==> src/rtl/dma_chan_ctl.sv <==
module dma_chan_ctl #(
  parameter int DW         = 8,
  parameter int FIFO_DEPTH = 4,
  parameter int LEN_W      = 16
) (
  input  logic             clk,
  input  logic             rst_n,
  input  logic             ctl_we,
  input  logic [31:0]      ctl_wdata,
  input  logic [2:0]       sts_clr,
  input  logic             xfer_req,
  input  logic [DW-1:0]    src_data,
  output logic             src_pop,
  input  logic             short_pkt,
  input  logic             mem_rdy,
  output logic             mem_push,
  output logic [DW-1:0]    mem_data,
  output logic             dsc_req,
  input  logic             dsc_ack,
  input  logic [31:0]      dsc_word,
  output logic             ch_en,
  output logic             ch_act,
  output logic [LEN_W-1:0] byte_cnt,
  output logic [7:0]       ctl_rd,
  output logic [2:0]       flags,
  output logic             irq,
  output logic             pkt_valid
);
  localparam int PW = $clog2(FIFO_DEPTH);
  localparam logic [PW:0] FULL = (PW+1)'(FIFO_DEPTH);
  localparam logic [LEN_W-1:0] MAXLEN = LEN_W'(1) << (LEN_W-1);

  logic [7:0]       ctl_q;
  logic [LEN_W-1:0] cnt_q;
  logic             st_en_q, lnk_q, dld_pend_q, pv_q;
  logic [2:0]       flg_q;
  logic [DW-1:0]    fifo [FIFO_DEPTH];
  logic [PW-1:0]    wp, rp;
  logic [PW:0]      fcnt;

  function automatic logic [LEN_W-1:0] len_of(input logic [31:0] w);
    return (w[16 +: LEN_W] == '0) ? MAXLEN : w[16 +: LEN_W];
  endfunction

  wire run     = st_en_q & ctl_q[0];
  assign src_pop  = run & xfer_req & (fcnt != FULL) & (cnt_q != '0);
  assign mem_push = mem_rdy & (fcnt != '0);
  assign mem_data = fifo[rp];
  wire last    = src_pop & (cnt_q == LEN_W'(1));
  wire eot     = short_pkt & run & ctl_q[2];
  wire hw_end  = last | eot;
  wire load    = dsc_req & dsc_ack;
  wire wr_full = ctl_we & (ctl_wdata[1:0] != 2'b00);

  always_ff @(posedge clk or negedge rst_n) begin
    if (!rst_n) begin
      ctl_q <= '0; cnt_q <= '0; lnk_q <= 1'b0;
    end else if (ctl_we) begin
      ctl_q[1:0] <= ctl_wdata[1:0];
      lnk_q <= 1'b0;
      if (wr_full) begin
        ctl_q[7:2] <= ctl_wdata[7:2];
        cnt_q <= len_of(ctl_wdata);
      end
    end else if (load) begin
      ctl_q <= dsc_word[7:0];
      cnt_q <= len_of(dsc_word);
      lnk_q <= 1'b0;
    end else begin
      if (src_pop) cnt_q <= cnt_q - LEN_W'(1);
      if (hw_end) begin
        ctl_q[0] <= 1'b0;
        lnk_q <= ctl_q[1];
      end
    end
  end

  always_ff @(posedge clk or negedge rst_n) begin
    if (!rst_n) begin
      st_en_q <= 1'b0; dsc_req <= 1'b0; dld_pend_q <= 1'b0;
      pv_q <= 1'b0; flg_q <= '0;
    end else begin
      if ((ctl_we & ctl_wdata[0]) | (load & dsc_word[0])) st_en_q <= 1'b1;
      else if (!ctl_q[0] && fcnt == '0)                   st_en_q <= 1'b0;
      if (load || ctl_we) dsc_req <= 1'b0;
      else if (ctl_q[1] && !ctl_q[0] && !st_en_q && (xfer_req || lnk_q))
        dsc_req <= 1'b1;
      dld_pend_q <= load;
      pv_q <= last & ctl_q[3];
      flg_q <= (flg_q & ~sts_clr) | {dld_pend_q, eot, last};
    end
  end

  always_ff @(posedge clk or negedge rst_n) begin
    if (!rst_n) begin
      wp <= '0; rp <= '0; fcnt <= '0;
    end else begin
      if (src_pop)  wp <= wp + 1'b1;
      if (mem_push) rp <= rp + 1'b1;
      fcnt <= fcnt + (PW+1)'(src_pop) - (PW+1)'(mem_push);
    end
  end

  always_ff @(posedge clk) if (src_pop) fifo[wp] <= src_data;

  assign ch_en     = st_en_q;
  assign ch_act    = (fcnt != '0);
  assign byte_cnt  = cnt_q;
  assign ctl_rd    = ctl_q;
  assign flags     = flg_q;
  assign pkt_valid = pv_q;
  assign irq       = |(flg_q & ctl_q[6:4]);
endmodule

==> config.mk <==
export PLATFORM = sky130hd
export DESIGN_NAME = dma_chan_ctl
export DESIGN_NICKNAME = d
export VERILOG_FILES = /design/src/rtl/dma_chan_ctl.sv
export SDC_FILE = /design/constraint.sdc
export NUM_CORES = 1
export LEC_CHECK = 0
export CORE_ASPECT_RATIO = 0.9
export CORE_MARGIN = 4
export CORE_UTILIZATION = 35
export DETAILED_ROUTE_END_ITERATION = 16
export SYNTH_ARGS = -nofsm -noshare
export SYNTH_HDL_FRONTEND = slang
export SYNTH_SLANG_ARGS = --single-unit
==> constraint.sdc <==
create_clock -name clk -period 6 [get_ports clk]
set_clock_uncertainty 0.15 [all_clocks]
set_input_delay 1.2 -clock clk [delete_from_list [all_inputs] [get_ports clk]]
set_output_delay 1.2 -clock clk [all_outputs]
set_load 0.05 [all_outputs]
== Yosys cells after proc, flatten, opt, wreduce, memory -nomap -nowiden ==
Memories as Yosys holds them, arrays and structs flattened.
Index checks and enable logic that the tools add are counted.

* Bits in registers: 39
* Latch bits: 0
* Memory bits (writable): 32
* Memory bits (read-only): 0
* Logic and storage cells: 83
* Memories kept: 1

* Add/sub/neg operators: 5
* Multiply operators: 0
* Div/mod/pow operators: 0
* Magnitude comparators: 0
* Equality and inequality tests: 3
* Shifts and indexed selects: 0
* Mux-type cells: 20
* Bitwise operators: 19
* Reduce and logical (&&, ||, !) cells: 22

{| class="wikitable"
|+ Memory list
! memory !! depth !! width !! rd ports !! clocked after Yosys merged registers in !! wr ports !! line !! text
|-
| fifo || 4 || 8 || 1 || 0 || 1 || 37 || <nowiki>logic [DW-1:0] fifo [FIFO_DEPTH];</nowiki>
|}

{| class="wikitable"
|+ Operator list
! operator !! number
|-
| 2-to-1 mux 16 bit || 6
|-
| zero test 16 bit || 2
|-
| == test 16 x 1 -> 1 bit (second input constant) || 1
|-
| nonzero test 16 bit || 1
|-
| subtractor 16 x 1 -> 16 bit (second input constant) || 1
|-
| bitwise AND 1 bit || 13
|-
| 2-to-1 mux 1 bit || 11
|-
| nonzero test 3 bit || 3
|-
| 2-to-1 mux 8 bit || 1
|-
| nonzero test 2 bit || 4
|-
| 2-to-1 mux 7 bit || 1
|-
| bitwise AND 3 bit || 2
|-
| 2-to-1 mux 6 bit || 1
|-
| adder 2 x 1 -> 2 bit (second input constant) || 2
|-
| logical AND 1 bit || 4
|-
| AND reduction 2 bit || 2
|-
| adder 3 x 1 -> 3 bit || 1
|-
| zero test 3 bit || 1
|-
| != test 3 bit (second input constant) || 1
|-
| inverter 3 bit || 1
|-
| bitwise OR 3 bit || 1
|-
| OR reduction 3 bit || 1
|-
| subtractor 3 x 1 -> 3 bit || 1
|-
| zero test 1 bit || 2
|-
| other kinds (3) || 5
|}

== Logic depth before layout (Yosys ltp) ==
* Depth after elaboration: 9
* Gate-level depth with buffers: 9
* Mapped depth without buffers: 9

== Least setup slack after synthesis ==
No wires, ideal clock.

* Kind: input to output
* Start point: input port xfer_req
* End point: output port src_pop
* Arrival: 2,328 ps
* Data required time: 4,650 ps
* Slack: 2,322 ps
* Stages on the path: 4
* Cells stage by stage: nand3_1 -> a31oi_1 -> nand2_1 -> inv_1

* Longest elaborated chain between the ends: 3

{| class="wikitable"
|+ RTL lines
! what !! line !! text
|-
| start: declaration || 11 || <nowiki>input logic xfer_req,</nowiki>
|-
| bitwise AND 1 bit (3 in a row) || 46 || <nowiki>assign src_pop = run & xfer_req & (fcnt != FULL) & (cnt_q != '0);</nowiki>
|-
| end: declaration || 13 || <nowiki>output logic src_pop,</nowiki>
|}

Every way passes these cells.

== Worst setup path in the final report ==
Ends and elaborated chain as after synthesis.

==> reports/results.ini <==
[clock_tree]
cts_made_buffers = 9
cts.root.buffer_cell = sky130_fd_sc_hd__clkbuf_16
cts.repair_timing.setup_buffer_count = 0
tritoncts_num_sinks = 71
clock_latency_on_the_worst_skew_pair_ps = 330
cts_hold_repair.buffers = 0
cts_tree = built
cts_max_path_buffers = 2
resize_count_post_cts = 0
clk_pin_slew_worst_paths_ps = 60
clock_tree.htree_level_count = 3

[timing]
period_share_pct = 78.41
final.setup.worst_slack_ps = 1295
setup_viol = 0
slew_headroom_pct = 31.71
setup_tns_ps = 0
max_slew.worst_pin.slew_ps = 1024
rsz0062_at_grt = false
finalMaxSlewViolations = 0
final_period_demand_of_the_worst_path_ps = 4705
final-hold-violation-count = 0
fmax_mhz = 212.5
fin_worst_hold_slack_ps = 273.2

[detailed_routing]
drt_pre_antenna_iters = 4
detailroute.via_count = 2998
number_of_vias_per_cell_after_detailed_routing = 5.421
initialDrtViolationCount = 229
drt_wl_cell_microns = 18.57
routed_wirelength_microns = 10270
final_antenna_net_count = 0
detail_route.drc_violations = 0

[yosys]
syn-cell-area_sq_um = 3577
ys.flop_type = sky130_fd_sc_hd__dfrtp_1
netlist_top_cells_count = 39 x sky130_fd_sc_hd__dfrtp_1, 32 x sky130_fd_sc_hd__edfxtp_1, 24 x sky130_fd_sc_hd__nand2_1, 24 x sky130_fd_sc_hd__o21ai_0
synth.distinct_cells = 53
synth_warnings = 0
synthesis.area_per_instance_sq_um = 11.32
sequential_fraction_of_the_synthesis_area_pct = 54.14
post-synth-top-count-cell = sky130_fd_sc_hd__dfrtp_1
yosys.area.top_type_share_pct = 27.28
netlist_instances = 316
synthesis.nets = 408
ys_seq_elements = 71
synthTopCellsByArea = sky130_fd_sc_hd__dfrtp_1 27%, sky130_fd_sc_hd__edfxtp_1 27%, sky130_fd_sc_hd__mux4_2 5.0%
asyncSetResetFlopFracSynth_pct = 54.93
synth_area_leader_cell = sky130_fd_sc_hd__dfrtp_1
edff_count_synth = 32

[global_route]
gr-usage-all-layers_pct = 17.81
grt_start_max_net_pins = 40
grt-ovfl-total = 0
grt_first_pass_wirelength_microns = 16700
grt_pass1_vias = 3079
grt_antenna_before_repair = 0

[layout]
finish.net_count = 514
post_route_cells_drive_above_1_share_pct = 7.963
nFillCells = 897
regArea_sq_um = 1937
multi_input_comb_area_sq_um = 1503
antenna_cells_inserted = 0
areaGrowthSynthToFinish_pct = 40.89

[worst_setup_path]
cp_data_arrival_time_ps = 3350
cp_data_required_time_ps = 4650
cp-end-kind = primary output
worst_setup_path_start_kind = primary input
path_class = in2out
worst-path-max-fanout = 8

[floorplan]
core_area_sq_um = 9827
die-width_microns = 114.6
fp.dieArea_sq_um = 11900
floorplan.io_pins = 124
start_util_pct = 36.40
rows = 34
die_height_microns = 103.9

[pwr]
post-layout-total-power_uw = 2164
vdd.ir_drop.worst_uv = 236.2
static-leakage-power_uw = 0.001932
powerDensity_nw_per_um2 = 429.3

[status]
result_of_the_run = completed

[flow_run]
max_cap_violations = 0

[placement]
post-dp-hpwl_microns = 7656
gpl.final_weighted_congestion = 0.9095
detailedPlace.worstSlack_ps = 1296
numPortBuffers = 107

[hold_path]
hp-class = reg2reg

where the power goes:
| group | total (uW) | switching [uW] | internal [uW] |
|---|---|---|---|
| combinational | 919 | 563 | 355 |
| sequential | 741 | 136 | 605 |
| clock | 504 | 217 | 288 |
worst paths after layout:
path | from | to | slack (ps) | cells past startpoint
max | xfer_req | src_pop | 1300 | 7
min | dld_pend_q$_DFF_PN0_ | flags[2]$_DFF_PN0_ | 270 | 1
max reg2reg | byte_cnt[4]$_DFFE_PN0P_ | fcnt[2]$_DFF_PN0_ | 3050 | 7
min reg2reg | dld_pend_q$_DFF_PN0_ | flags[2]$_DFF_PN0_ | 270 | 1
max in group asynchronous | rst_n | byte_cnt[4]$_DFFE_PN0P_ | 4280 | 1
min in group asynchronous | rst_n | ctl_rd[7]$_DFFE_PN0P_ | 850 | 1
through the flow:
step                utilization (%)  instances  instance area (sq um)
floorplan                         -        316                   3577
global placement              48.37        537                   4753
detailed placement            48.37        537                   4753
CTS                           51.29        553                   5040
global route                  51.29        553                   5040
finish                        51.29        553                   5040
flip-flops by register name (all words and copies together) (netlist names):
name,cells
wp,2
flags,3
ch_en,1
fifo,32
ctl_rd,8
pkt_valid,1
dsc_req,1
rp,2
fcnt,3
lnk_q,1
byte_cnt,16
dld_pend_q,1
layer usage:
metal  share of wire (%)  GRT usage (%)
met1                  45          25.25
met2                  46          26.81
met3                 7.6          4.945
met4                0.96          4.665
met5                   0              0
layout by cell type (no fill, tap or decap), types with 7 or more instances in the layout:
cell                              count
sky130_fd_sc_hd__nor4_1              16
sky130_fd_sc_hd__nand2_1             24
sky130_fd_sc_hd__a21oi_1             18
sky130_fd_sc_hd__nor3_1               7
sky130_fd_sc_hd__nand4_1              9
sky130_fd_sc_hd__inv_1               18
sky130_fd_sc_hd__ha_1                 9
sky130_fd_sc_hd__dfrtp_1             39
sky130_fd_sc_hd__edfxtp_1            32
sky130_fd_sc_hd__clkbuf_16            9
sky130_fd_sc_hd__nor2_1              17
sky130_fd_sc_hd__mux4_2               8
sky130_fd_sc_hd__o21ai_0             24
sky130_fd_sc_hd__clkdlybuf4s50_1    106
worst max-delay path, cell delays in order:
cell                              delay (ps)
sky130_fd_sc_hd__clkdlybuf4s50_1         470
sky130_fd_sc_hd__nand3_1                  80
sky130_fd_sc_hd__a31oi_1                 160
sky130_fd_sc_hd__buf_4                   180
sky130_fd_sc_hd__nand2_1                 190
sky130_fd_sc_hd__inv_1                   220
sky130_fd_sc_hd__clkdlybuf4s50_1         830
cell families after synthesis:
kind of cell	synth area share, %
and+or+nand+nor	15.88
DFF	54.14
xor gates and xnor gates	1.714
muxes	6.716
AOI/OAI and AO/OA	13.99
buffers and inverters	3.847
adders and majority gates	3.708
cell type report:
cell class	count	area share [%]
flip-flops and latches	71	38.43
multi-input cells	212	29.82
clock buffers	9	4.469
well taps	126	3.128
repair buffers	110	21.60
inverters	18	1.341
clock inverters	7	1.216
Power figures use the tool's default switching activity.
